==> src/rtl/nvm_cmd_pkg.sv <==
package nvm_cmd_pkg;

  typedef enum logic [1:0] {
    ST_IDLE  = 2'd0,
    ST_MASK  = 2'd1,
    ST_WADDR = 2'd2,
    ST_WDATA = 2'd3
  } seq_state_e;

  typedef enum logic {
    MOP_SET = 1'b0,
    MOP_CLR = 1'b1
  } mask_op_e;

endpackage

==> src/rtl/nvm_gp_store.sv <==
module nvm_gp_store #(
  parameter int NGP = 8
) (
  input  logic           clk,
  input  logic           rst_n,
  input  logic           set_en,
  input  logic           clr_en,
  input  logic           wipe_en,
  input  logic [NGP-1:0] mask,
  input  logic           lock_en,
  input  logic           erase_i,
  output logic [NGP-1:0] gp_o,
  output logic           secure_o
);

  logic [NGP-1:0] gp_q, gp_d;
  logic           gp_en;
  logic           sec_q, sec_d, sec_en;

  always_comb begin
    gp_en = erase_i | wipe_en | set_en | clr_en;
    gp_d  = gp_q;
    if (erase_i || wipe_en) gp_d = '0;
    else if (set_en)        gp_d = gp_q | mask;
    else if (clr_en)        gp_d = gp_q & ~mask;
    sec_en = erase_i | lock_en;
    sec_d  = !erase_i;
  end

  // storage models non-volatile cells: no reset, clock enable only
  always_ff @(posedge clk) begin
    if (gp_en)  gp_q  <= gp_d;
    if (sec_en) sec_q <= sec_d;
  end

  assign gp_o     = gp_q;
  assign secure_o = sec_q;

  // once locked, the bits move only through an external erase
  a_r5_lock_freezes: assert property (@(posedge clk) disable iff (!rst_n)
    (sec_q && !erase_i) |=> $stable(gp_q));

  // a qualifying erase leaves the bank empty and unlocked
  a_r6_erase_clears: assert property (@(posedge clk) disable iff (!rst_n)
    erase_i |=> (gp_q == '0 && !sec_q));

endmodule

==> src/rtl/nvm_erase_qual.sv <==
module nvm_erase_qual #(
  parameter int CYC = 220
) (
  input  logic clk,
  input  logic rst_n,
  input  logic pin_i,
  output logic active_o,
  output logic fire_o
);

  localparam int CW = $clog2(CYC + 2);
  localparam logic [CW-1:0] LIMIT = CW'(CYC);

  logic          s1_q, s2_q;
  logic [CW-1:0] cnt_q, cnt_d;
  logic          cnt_en;

  always_comb begin
    cnt_en = 1'b1;
    cnt_d  = cnt_q;
    if (!s2_q)            cnt_d = '0;
    else if (cnt_q <= LIMIT) cnt_d = cnt_q + 1'b1;
    else                  cnt_en = 1'b0;
  end

  always_ff @(posedge clk or negedge rst_n) begin
    if (!rst_n) begin
      s1_q  <= 1'b0;
      s2_q  <= 1'b0;
      cnt_q <= '0;
    end else begin
      s1_q <= pin_i;
      s2_q <= s1_q;
      if (cnt_en) cnt_q <= cnt_d;
    end
  end

  assign active_o = s2_q;
  assign fire_o   = s2_q && (cnt_q == LIMIT);

  // releasing the pin restarts the measurement
  a_r6_release_restarts: assert property (@(posedge clk) disable iff (!rst_n)
    !s2_q |=> cnt_q == '0);

  // one hold produces a single clear pulse
  a_r6_single_fire: assert property (@(posedge clk) disable iff (!rst_n)
    fire_o |=> !fire_o);

endmodule

==> src/rtl/nvm_addr_ctr.sv <==
module nvm_addr_ctr #(
  parameter int AW = 12
) (
  input  logic          clk,
  input  logic          rst_n,
  input  logic          load_i,
  input  logic [AW-1:0] load_val,
  input  logic          step_i,
  output logic [AW-1:0] addr_o
);

  logic [AW-1:0] addr_q, addr_d;
  logic          addr_en;

  always_comb begin
    addr_en = load_i | step_i;
    addr_d  = load_i ? load_val : addr_q + 1'b1;
  end

  always_ff @(posedge clk or negedge rst_n) begin
    if (!rst_n)       addr_q <= '0;
    else if (addr_en) addr_q <= addr_d;
  end

  assign addr_o = addr_q;

  // each beat without a reload advances by one word
  a_r7_step_by_one: assert property (@(posedge clk) disable iff (!rst_n)
    (step_i && !load_i) |=> addr_q == $past(addr_q) + 1'b1);

  // a reload takes the supplied address
  a_r8_reload: assert property (@(posedge clk) disable iff (!rst_n)
    load_i |=> addr_q == $past(load_val));

endmodule

==> src/rtl/nvm_cmd_ctrl.sv <==
module nvm_cmd_ctrl
  import nvm_cmd_pkg::*;
#(
  parameter int          W        = 16,
  parameter int          NGP      = 8,
  parameter int          AW       = 12,
  parameter int          CLK_HZ   = 36_000_000,
  parameter int          ERASE_MS = 220,
  parameter logic [W-1:0] OP_SET  = 16'h0011,
  parameter logic [W-1:0] OP_CLR  = 16'h0012,
  parameter logic [W-1:0] OP_GET  = 16'h0013,
  parameter logic [W-1:0] OP_SEC  = 16'h0014,
  parameter logic [W-1:0] OP_ERA  = 16'h0015,
  parameter logic [W-1:0] OP_WR   = 16'h0016
) (
  input  logic          clk,
  input  logic          rst_n,
  input  logic          in_valid,
  input  logic [W-1:0]  in_data,
  input  logic          in_last,
  input  logic          erase_pin,
  output logic          busy,
  output logic          rsp_valid,
  output logic [W-1:0]  rsp_data,
  output logic          err,
  output logic          locked,
  output logic          mem_we,
  output logic [AW-1:0] mem_addr,
  output logic [W-1:0]  mem_wdata,
  output logic          mem_clr
);

  localparam int ERASE_CYC = (CLK_HZ / 1000) * ERASE_MS;

  // reset synchronizer: asynchronous assert, synchronous release
  logic rs1_q, rs2_q, rst_s_n;
  always_ff @(posedge clk or negedge rst_n) begin
    if (!rst_n) begin
      rs1_q <= 1'b0;
      rs2_q <= 1'b0;
    end else begin
      rs1_q <= 1'b1;
      rs2_q <= rs1_q;
    end
  end
  assign rst_s_n = rs2_q;

  seq_state_e     st_q, st_d;
  mask_op_e       mop_q, mop_d;
  logic           mop_en;
  logic           rsp_v_q, rsp_v_d;
  logic [W-1:0]   rsp_q, rsp_d;
  logic           err_q, err_d;

  logic           set_en, clr_en, wipe_en, lock_en;
  logic           ld_en, step_en;
  logic           er_active, er_fire;
  logic [NGP-1:0] gp_w;
  logic           sec_w;
  logic [AW-1:0]  addr_w;
  logic           take;

  nvm_erase_qual #(.CYC(ERASE_CYC)) u_erase (
    .clk      (clk),
    .rst_n    (rst_s_n),
    .pin_i    (erase_pin),
    .active_o (er_active),
    .fire_o   (er_fire)
  );

  nvm_gp_store #(.NGP(NGP)) u_store (
    .clk      (clk),
    .rst_n    (rst_s_n),
    .set_en   (set_en),
    .clr_en   (clr_en),
    .wipe_en  (wipe_en),
    .mask     (in_data[NGP-1:0]),
    .lock_en  (lock_en),
    .erase_i  (er_fire),
    .gp_o     (gp_w),
    .secure_o (sec_w)
  );

  nvm_addr_ctr #(.AW(AW)) u_addr (
    .clk      (clk),
    .rst_n    (rst_s_n),
    .load_i   (ld_en),
    .load_val (in_data[AW-1:0]),
    .step_i   (step_en),
    .addr_o   (addr_w)
  );

  assign busy = er_active || (st_q == ST_WADDR) || (st_q == ST_WDATA);
  assign take = in_valid && !er_active;

  always_comb begin
    st_d    = st_q;
    mop_d   = mop_q;
    mop_en  = 1'b0;
    rsp_v_d = 1'b0;
    rsp_d   = rsp_q;
    err_d   = 1'b0;
    set_en  = 1'b0;
    clr_en  = 1'b0;
    wipe_en = 1'b0;
    lock_en = 1'b0;
    ld_en   = 1'b0;
    step_en = 1'b0;
    unique case (st_q)
      ST_IDLE: begin
        if (take) begin
          if (sec_w) begin
            err_d = 1'b1;
          end else if (in_data == OP_SET || in_data == OP_CLR) begin
            mop_en = 1'b1;
            mop_d  = (in_data == OP_SET) ? MOP_SET : MOP_CLR;
            st_d   = ST_MASK;
          end else if (in_data == OP_GET) begin
            rsp_v_d = 1'b1;
            rsp_d   = '0;
            rsp_d[NGP-1:0] = gp_w;
          end else if (in_data == OP_SEC) begin
            lock_en = 1'b1;
          end else if (in_data == OP_ERA) begin
            wipe_en = 1'b1;
          end else if (in_data == OP_WR) begin
            st_d = ST_WADDR;
          end else begin
            err_d = 1'b1;
          end
        end
      end
      ST_MASK: begin
        if (take) begin
          set_en = (mop_q == MOP_SET);
          clr_en = (mop_q == MOP_CLR);
          st_d   = ST_IDLE;
        end
      end
      ST_WADDR: begin
        if (take) begin
          ld_en = 1'b1;
          st_d  = ST_WDATA;
        end
      end
      ST_WDATA: begin
        if (take) begin
          step_en = 1'b1;
          if (in_last) st_d = ST_IDLE;
        end
      end
      default: st_d = ST_IDLE;
    endcase
    if (er_fire) st_d = ST_IDLE;
  end

  always_ff @(posedge clk or negedge rst_s_n) begin
    if (!rst_s_n) begin
      st_q    <= ST_IDLE;
      mop_q   <= MOP_SET;
      rsp_v_q <= 1'b0;
      rsp_q   <= '0;
      err_q   <= 1'b0;
    end else begin
      st_q    <= st_d;
      if (mop_en)  mop_q <= mop_d;
      rsp_v_q <= rsp_v_d;
      if (rsp_v_d) rsp_q <= rsp_d;
      err_q   <= err_d;
    end
  end

  assign rsp_valid = rsp_v_q;
  assign rsp_data  = rsp_q;
  assign err       = err_q;
  assign locked    = sec_w;
  assign mem_we    = (st_q == ST_WDATA) && take;
  assign mem_addr  = addr_w;
  assign mem_wdata = in_data;
  assign mem_clr   = er_fire;

  // an error strobe never comes with a change of the bits or the lock
  a_r9_err_no_change: assert property (@(posedge clk) disable iff (!rst_s_n)
    err |-> (gp_w == $past(gp_w) && sec_w == $past(sec_w)));

  // response, error and write strobes are mutually exclusive
  a_r3_strobes_exclusive: assert property (@(posedge clk) disable iff (!rst_s_n)
    $onehot0({rsp_valid, err, mem_we}));

  // a locked controller neither answers nor writes memory
  a_r5_locked_silent: assert property (@(posedge clk) disable iff (!rst_s_n)
    locked |-> (!rsp_valid && !mem_we));

  // a word met while busy in idle is not acted upon
  a_r10_busy_ignores: assert property (@(posedge clk) disable iff (!rst_s_n)
    (busy && st_q == ST_IDLE) |=> (!rsp_valid && !err));

  // memory writes only happen inside a busy burst
  a_r7_we_in_burst: assert property (@(posedge clk) disable iff (!rst_s_n)
    mem_we |-> busy);

endmodule

==> config.mk <==
export PLATFORM = sky130hd
export DESIGN_NAME = nvm_cmd_ctrl
export DESIGN_NICKNAME = d
export VERILOG_FILES = /design/src/rtl/nvm_cmd_pkg.sv /design/src/rtl/nvm_gp_store.sv /design/src/rtl/nvm_erase_qual.sv /design/src/rtl/nvm_addr_ctr.sv /design/src/rtl/nvm_cmd_ctrl.sv
export SDC_FILE = /design/constraint.sdc
export NUM_CORES = 1
export LEC_CHECK = 0
export ABC_AREA = 1
export ABC_CLOCK_PERIOD_IN_PS = 1770
export BUFFER_PORTS_ARGS = -buffer_cell sky130_fd_sc_hd__buf_4
export CORE_MARGIN = 5
export CORE_UTILIZATION = 25
export CTS_BUF_LIST = sky130_fd_sc_hd__clkbuf_8
export DETAILED_ROUTE_END_ITERATION = 7
export SLEW_MARGIN = 25
export SYNTH_ARGS = -nofsm -noshare
export SYNTH_HDL_FRONTEND = slang
export SYNTH_SLANG_ARGS = --single-unit
==> constraint.sdc <==
create_clock -name clk -period 1.77 [get_ports clk]
set_input_delay 0.177 -clock clk [delete_from_list [all_inputs] [get_ports clk]]
set_output_delay 0.177 -clock clk [all_outputs]
set_load 0.01 [all_outputs]
# == After elaboration in Yosys (flattened, before gate mapping) ==
# Cells that the tools add are included.
# word_totals
inputBits,21
wordCells,122
ff_bits,61
# op_classes
n_mux,58
n_eq_ne,21
n_addsub,2
order_cmp,1
bitwise_logic,11
reduce_logical,16
# op_table
cell,n
$eq A16 B5 Y1 const B,6
$mux W23,2
$mux W1,40
$mux W2,12
$add A23 B1 Y23 const B,1
$eq A23 B23 Y1 const B,1
$le A23 B23 Y1 const B,1
$ne A3 B2 Y1 const B,6
$mux W8,2
$ne A4 B3 Y1 const B,4
$add A12 B1 Y12 const B,1
$mux W12,1
$reduce_and A10 Y1,1
$and A8 B8 Y8,1
$not A8 Y8,1
$or A8 B8 Y8,1
$pmux W2 S4,1
$reduce_and A6 Y1,1
$or A1 B1 Y1,5
$reduce_and A5 Y1,1
$eq A2 B2 Y1 const B,2
$logic_or A1 B1 Y1,4
$reduce_and A2 Y1,2
$logic_and A1 B1 Y1,3
other kinds (6),9

# == Depth between registers and ports, before layout ==
# Gate-level depths: netlist of the first run.
# logic_depth
depth_word,12
mapped_depth,12

# == Cells and area by module ==
# From an unflattened synthesis of the first run, not the netlist that was laid out.
# hier_totals
hier_cells,608
hier_area_um2,4181.5
# by_module_without_submodules
module,cells_each,area_each_um2,instances
nvm_erase_qual,302,1895.6,1
nvm_cmd_ctrl,158,1111.1,1
nvm_addr_ctr,101,752.0,1
nvm_gp_store,47,422.9,1

# == Least setup slack after synthesis of the first run ==
# OpenSTA, ideal clock, no wires.
# synth_path
kind,register to register
startpoint,register u_erase.cnt_q[0]
endpoint,"register u_store.gp_q[0] (netlist: u_store.gp_o[0]), enable pin"
n_path_buf,0
setup_ns,0.337
period_less_slack_ns,1.724
stages_incl_launch_ff,9
t_arrival_ns,1.387
slack_ns,0.046
cell_sequence,dfrtp_1 -> inv_1 -> ha_1 -> nand3_1 -> nor2_1 -> nand3_2 -> nor2_1 -> inv_1 -> nand3_1
# synth_via
elab_chain_cells,6
word_cells_on_any_way,8
# synth_rtl
item,line,rtl
from (decl),nvm_erase_qual.sv:15,"logic [CW-1:0] cnt_q, cnt_d;"
from (signal assigned),nvm_erase_qual.sv:34,if (cnt_en) cnt_q <= cnt_d;
$eq A23 B23 Y1 *,nvm_erase_qual.sv:39,assign fire_o = s2_q && (cnt_q == LIMIT);
$logic_and A1 B1 Y1 *,nvm_erase_qual.sv:39,
$or A1 B1 Y1 (3 in a row),nvm_gp_store.sv:21,gp_en = erase_i | wipe_en | set_en | clr_en;
$reduce_and A2 Y1 (no line) *,n/a,
to (signal assigned),nvm_gp_store.sv:32,if (gp_en) gp_q <= gp_d;
to (decl),nvm_gp_store.sv:16,"logic [NGP-1:0] gp_q, gp_d;"
# Mark *: on every way between the ends. The rest lies on a longest branch, timed or not.
# A chain may end at the register's enable or synchronous reset.

# == Worst setup path in the final report of the first run ==
# layout_path
startpoint,register u_erase.cnt_q[17]
endpoint,output port mem_clr
# layout_via
elab_chain_cells,2
# layout_rtl
item,line,rtl
$eq A23 B23 Y1,nvm_erase_qual.sv:39,
$logic_and A1 B1 Y1,nvm_erase_qual.sv:39,
to (decl),nvm_cmd_ctrl.sv:30,output logic mem_clr
# Every way passes these cells.

==> summary.md, run 1 <==
| Metric | Value |
|---|---|
| Outcome | finished, violations left |
| Worst skew pair latency | 0.35 ns |
| Worst path slowest cell | dfrtp_1 |
| Antenna diode count | 0 |
| Largest net degree at the start of global routing | 51 |
| Main synth FF type | dfrtp_1 |
| Final Critical Period | 1.78 ns |
| GP Congestion | between 0.8 and 0.9 |
| Area delta synth->final | 29.8% |
| Initial DRC count | ~190 |
| Final setup viols | 1 |
| # DRC | 0 |
| Total GRT Usage | about an eighth |
| Failing checks | setup timing |
| Post-synth EDFFs | 9 |
| Placed cell areas | 0.00484 mm2 |
| CP Max Fanout | 4 |
| Syn Area/Cell | 7.10 um2 |
| Worst EP arrival | 1.61 ns |
| Gate Count Post-Synth | 556 |
| H-tree levels | 3 |
| Routed WL per cell | 12.6 um |
| Global-route wire length before repair | between 15 and 20 mm |
| Final WS setup | -0.0132 ns |
| Cell area after layout | 0.00512 mm2 |
| Layout Cells excl Fill | 874 |
| Post-DR vias/cell | 4.39 |
| Register bit total from synthesis | 61 |
| Setup Slack @ Placement | -0.0901 ns |
| CP dominant cell by count | buf_6 |
| Root buffer cell | clkbuf_8 |
| Cell family with most CP delay | simple AND/OR/NAND/NOR gates |
| Max Cap Viol | 0 |
| Most common cell in the synthesized netlist | nand2_1 |
| Total grt overflow | 0 |
| Crit. End Element | output port |
| Initial Util | 25.2% |
| DIE WIDTH | 136 um |
| Synth top cells by count | 171 x nand2_1, 74 x nor2_1, 54 x inv_1 |
| Share of cells above drive strength 1 | 25.5% |
| Routed WL | between 10 and 15 mm |
| Core area | 0.0157 mm2 |
| Ys async rst share | between 80% and 90% |
| Period utilization | 101% |
| Buffers on Ports | 62 |
| Clock sink count | 61 |
| Hold Crit Class | in2reg |
| Final ANT Viol Nets | 0 |
| DIE HEIGHT | between 100 and 150 um |
| Critical Path RT | 1.59 ns |
| Fin util | 32.7% |
| Fin nets | 677 |
| Total power density per cell area | 784 mW/mm2 |
| Vias post-DR | 3835 |
| Fmax | 0.561 GHz |
| Floorplan row count | between 40 and 50 |
| Leading area contributor after synthesis | dfrtp_1 |
| Max IR drop VDD | 0.480 mV |
| First-pass DRT Iterations | 5 |
| Worst Skew | 0.00860 ns |
| Via count of the first global-routing pass | between 3k and 4k |
| RSZ-0062 raised after global routing | yes |
| Clock buffer depth | 2 |
| Num CTS Buffers | 9 |
| Worst Setup Path Type | reg2out |
| Final HPWL DP | 8.22 mm |
| Crit path largest cell delay | around 0.39 ns |
| Setup crit start kind | flip-flop |
| Netlist cell types | 38 |
| Dpl cells | 852 |
| Yosys warnings | 0 |
| Cell Area, Synth | 0.00395 mm2 |
| Max-slew violations | 0 |
| Fillers | 1747 |
| Clock slew at reported path FFs | 0.07 ns |
| Worst Path Buf+Inv | 4 |
| Cells along the critical path | buf_6 > nor2_4 > nand2_1 > nor2_2 > nand4_1 > buf_6 > inv_2 > buf_6 |
| CTS tree | built |
| Final Hold Viols | 0 |
| Synth top area cells | dfrtp_1 33%, nand2_1 16%, nor2_1 7.0% |
| Post-synthesis sequential area ratio | 39.8% |
| Top cell type's share of synthesized area | 33.0% |
| Antenna violations before repair | 0 |
| P_leak | 0.00250 uW |
| Top Ports | 71 |
| DIE AREA | 0.0184 mm2 |
worst min-delay path, delay by kind of cell:
kind                   cells  cell delay (ns)
buffers and inverters      1             0.09
AND/OR/NAND/NOR            2             0.10
metrics by stage:
| step | TNS (ns) | total power, uW | hold WS (ns) |
|---|---|---|---|
| 2_1_floorplan | 0 | 2480 | -0.119 |
| 3_3_place_gp | -0.156 | 2970 | -0.0397 |
| 3_5_place_dp | -1.13 | 2980 | -0.0390 |
| 4_1_cts | -0.00844 | 4060 | 0.0515 |
| 5_1_grt | -0.100 | 4290 | 0.0751 |
| 6_report | -0.0132 | 4010 | 0.0596 |
report_power, final:
part / internal [uW] / leakage, uW / switching [uW] / total, uW
combinational: 523 / 0.00164 / 619 / 1140
sequential: 1600 / 0.000774 / 203 / 1810
clock: 483 / 0.0000789 / 582 / 1070
total: 2610 / 0.00250 / 1400 / 4010
state kept, by name, summed over array words and instances (netlist names):
| signal | cells |
|---|---|
| rsp_data | 8 |
| rsp_valid | 1 |
| mop_q | 1 |
| rs2_q | 1 |
| st_q | 2 |
| u_erase.active_o | 1 |
| u_erase.cnt_q | 23 |
| u_addr.addr_o | 12 |
| rs1_q | 1 |
| err | 1 |
| u_store.gp_o | 8 |
| u_store.secure_o | 1 |
| u_erase.s1_q | 1 |
routing by layer:
metal,track usage [%],share of wire [%]
met1,15.8,44
met2,20.0,48
met3,2.01,5.4
met4,5.77,2.3
met5,0,0
worst paths after layout:
kind | from | end | slack [ns] | cells after the start
max | u_erase.cnt_q[17] | mem_clr | -0.01 | 8
min | in_data[9] | u_addr.addr_o[9] | 0.06 | 3
max reg2reg | u_erase.cnt_q[18] | u_store.gp_o[2] | 0.05 | 8
min reg2reg | rs2_q | u_erase.cnt_q[3] | 0.26 | 1
max in group asynchronous | rs2_q | u_erase.cnt_q[18] | 1.26 | 1
min in group asynchronous | rst_n | rs2_q | 0.15 | 2
kinds of logic after synthesis:
kind of cell / after synthesis / share of synthesized area (%)
simple gates: 336 / 37.0
buf+inv: 95 / 12.2
flops: 61 / 39.8
xor+xnor: 8 / 1.78
compound gates: 51 / 8.02
fa+ha+maj: 3 / 0.952
other cells: 2 / 0.190
cell type report:
type	count	area, um2	area share [%]
clock buffer	9	124	2.42
clock inverter	7	32.5	0.635
inverter	63	241	4.71
multi-input combinational	407	1970	38.5
sequential	61	1570	30.7
tap	216	270	5.28
timing repair buffer	111	907	17.7
cells in the final DEF (no fill, tap or decap), types with 2 or more instances in the layout:
cell type	count
nand2_1	169
buf_4	100
nor2_1	69
inv_1	50
dfrtp_1	50
nand3_1	44
o21ai_0	25
nand4_1	24
inv_2	10
conb_1	9
clkbuf_8	9
edfxtp_1	9
o21ai_2	8
nand2_2	6
nor2_2	6
a21oi_1	6
nor2_4	5
xor2_1	5
buf_6	5
clkinv_2	4
nor3_1	4
o211ai_1	4
o21bai_1	4
clkinv_1	4
buf_12	4
xnor2_1	3
nand2_4	2
nand3_2	2
a21o_1	2
ha_1	2
dlygate4sd3_1	2
dfrtp_2	2
repair_timing:
action | in CTS | in global routing
setup buffers | 2 | 2
hold endpoints to repair | 3 | 0
endpoints found under the setup margin | 18 | 21
hold buffers | 2 | 0
pin swaps | 3 | 7
resized for setup | 12 | 14
(Power assumes the default switching activity.)
==> run 2: changes to the inputs <==
CTS_BUF_LIST = sky130_fd_sc_hd__clkbuf_4   (was sky130_fd_sc_hd__clkbuf_8)
==> summary.md, run 2 (synthesis gave the netlist of run 1 again) <==
| Metric | Value |
|---|---|
| Outcome | finished, violations left |
| Failing checks | setup timing |
| Hold endpoint | u_addr.addr_o[5] |
| Crit path largest cell delay | 0.41 ns |
| Fin util | between 30 and 40% |
| Worst Setup Path Type | reg2out |
| Largest net degree at the start of global routing | 51 |
| Max-slew violations | 0 |
| # DRC | 0 |
| Top Ports | 71 |
| Reg2Reg Capture Point | u_store.gp_o[2] |
| Final Hold Viols | 0 |
| Via count of the first global-routing pass | ~3.7k |
| Hold Crit Class | in2reg |
| Root buffer cell | clkbuf_4 |
| Worst R2R Path Depth | 8 |
| Vias post-DR | 3881 |
| Fmax | 0.536 GHz |
| Cells along the critical path | buf_6 > nor2_4 > nand2_1 > nor2_2 > nand4_1 > buf_6 > inv_2 > buf_6 |
| Critical Path RT | 1.59 ns |
| Final ANT Viol Nets | 0 |
| CP dominant cell by count | buf_6 |
| Antenna violations before repair | 0 |
| Share of cells above drive strength 1 | 27.8% |
| Floorplan row count | 46 |
| Worst R2R Setup Slack | ~0.08 ns |
| Most frequent cells in the layout | 168 x nand2_1, 104 x buf_4, 65 x nor2_1 |
| Antenna diode count | 0 |
| RSZ-0062 raised after global routing | yes |
| Worst hold path depth | 3 |
| Worst Skew | 0.0132 ns |
| Dpl cells | around 850 |
| Layout Cells excl Fill | 885 |
| CTS tree | built |
| Top Layer Used | met4 |
| Setup crit start kind | flip-flop |
| Initial Util | 25.2% |
| Worst Path Buf+Inv | 4 |
| Register Area | 0.00157 mm2 |
| Clock slew at reported path FFs | 0.11 ns |
| CP Max Fanout | 2 |
| Worst EP arrival | about 1.7 ns |
| RR Startpoint | u_erase.cnt_q[18] |
| Routed WL per cell | 12.7 um |
| Total grt overflow | 0 |
| Post-DR vias/cell | 4.39 |
| DIE HEIGHT | 136 um |
| First-pass DRT Iterations | 6 |
| Fillers | about 1.7k |
| Total power density per cell area | 723 mW/mm2 |
| Max reg flops | 23 |
| Crit. End Element | output port |
| Largest Register | u_erase.cnt_q |
| Max Cap Viol | 0 |
| WL met3 | 583 um |
| Hold wc startpoint | in_data[5] |
| Global-route wire length before repair | between 15 and 20 mm |
| Total GRT Usage | 12.3% |
| Final Critical Period | ~1.9 ns |
| Final WS setup | -0.0965 ns |
| WHS | 0.0558 ns |
| Final setup viols | 1 |
| TNS Setup | -0.0965 ns |
| Worst path slowest cell | dfrtp_1 |
| Fin nets | 688 |
| M1 wire length | 5.00 mm |
| Area delta synth->final | 32.8% |
| DIE AREA | approximately 0.018 mm2 |
| Routed WL | 11.2 mm |
| Multi-input combinational cell area | 0.00203 mm2 |
| Final HPWL DP | 8.22 mm |
| Period utilization | 105% |
| Worst skew pair latency | between 0.4 and 0.5 ns |
| Buffers on Ports | 62 |
| Clock sink count | 61 |
| Num CTS Buffers | 9 |
| H-tree levels | 3 |
| P_leak | 0.00254 uW |
| Worst Setup SP | u_erase.cnt_q[9] |
| Clock buffer depth | 2 |
| GP Congestion | 0.876 |
| Max IR drop VDD | 0.514 mV |
| Initial DRC count | 166 |
| Core area | 0.0157 mm2 |
| Cell family with most CP delay | simple AND/OR/NAND/NOR gates |
| DIE WIDTH | about 140 um |
| Routed met2 length | 5.36 mm |
| Commonest non-fill, non-tap cell in the layout | nand2_1 |
run 2: changes by cell type in the layout (fill, tap and decap cells not counted), sizes merged:
| cell | previous run | this run |
|---|---|---|
| inv | 61 | 60 |
| clkbuf | 9 | 10 |
| clkinv | 8 | 9 |
| dlygate4sd3 | 2 | 5 |
| buf | 109 | 116 |
run 2: per-layer routing:
metal  up-vias  GRT usage, %
met1      1763          15.7
li1       1969             -
met2       125          20.3
met3        24          2.08
met4         0          5.60
met5         -             0
run 2: stage by stage:
stage | total power, uW | area, um2 | setup WS (ns)
finish | 3790 | 5240 | -0.0965
global route | 4060 | 5240 | -0.175
CTS | 3820 | 5070 | -0.0712
detailed placement | 2980 | 4840 | -0.0901
global placement | 2970 | 4840 | -0.0172
floorplan | 2480 | 3970 | 0.0461
run 2: final cells by class:
cell class	count	area share (%)
Clock buffer	9	1.29
Clock inverter	7	0.621
Inverter	63	4.59
Multi-Input combinational cell	407	38.7
Sequential cell	61	30.0
Tap cell	216	5.16
Timing Repair Buffer	122	19.6
run 2: report_power, final:
part | total [uW] | switching [uW] | internal (uW)
Clock | 817 | 553 | 265
Sequential | 1810 | 207 | 1600
Combinational | 1160 | 628 | 531
Total | 3790 | 1390 | 2400
run 2: how the worst max path moves through the flow:
stage                           end  cells past startpoint
detailed placement  u_store.gp_o[0]                      9
CTS                         mem_clr                      8
finish                      mem_clr                      8
floorplan           u_store.gp_o[0]                      8
global placement    u_store.gp_o[3]                      9
global route                mem_clr                      8
run 2: worst reg2reg max path, stage by stage (launching register included):
cell and delay (ns):
dfrtp_2 0.46, inv_1 0.08, nand4_1 0.14, nor2_2 0.18, nand3_4 0.13, nor2_4 0.15
inv_2 0.07, nand3_2 0.09, buf_12 0.12
run 2: repair_timing:
action / 4_1_cts / 5_1_grt
hold buffers: 5 / 0
pin swaps: 5 / 14
setup endpoints to repair: 18 / 29
gates resized for setup: 18 / 24
endpoints found under the hold margin: 6 / 0
gates cloned: 0 / 1
buffers inserted: 5 / 6
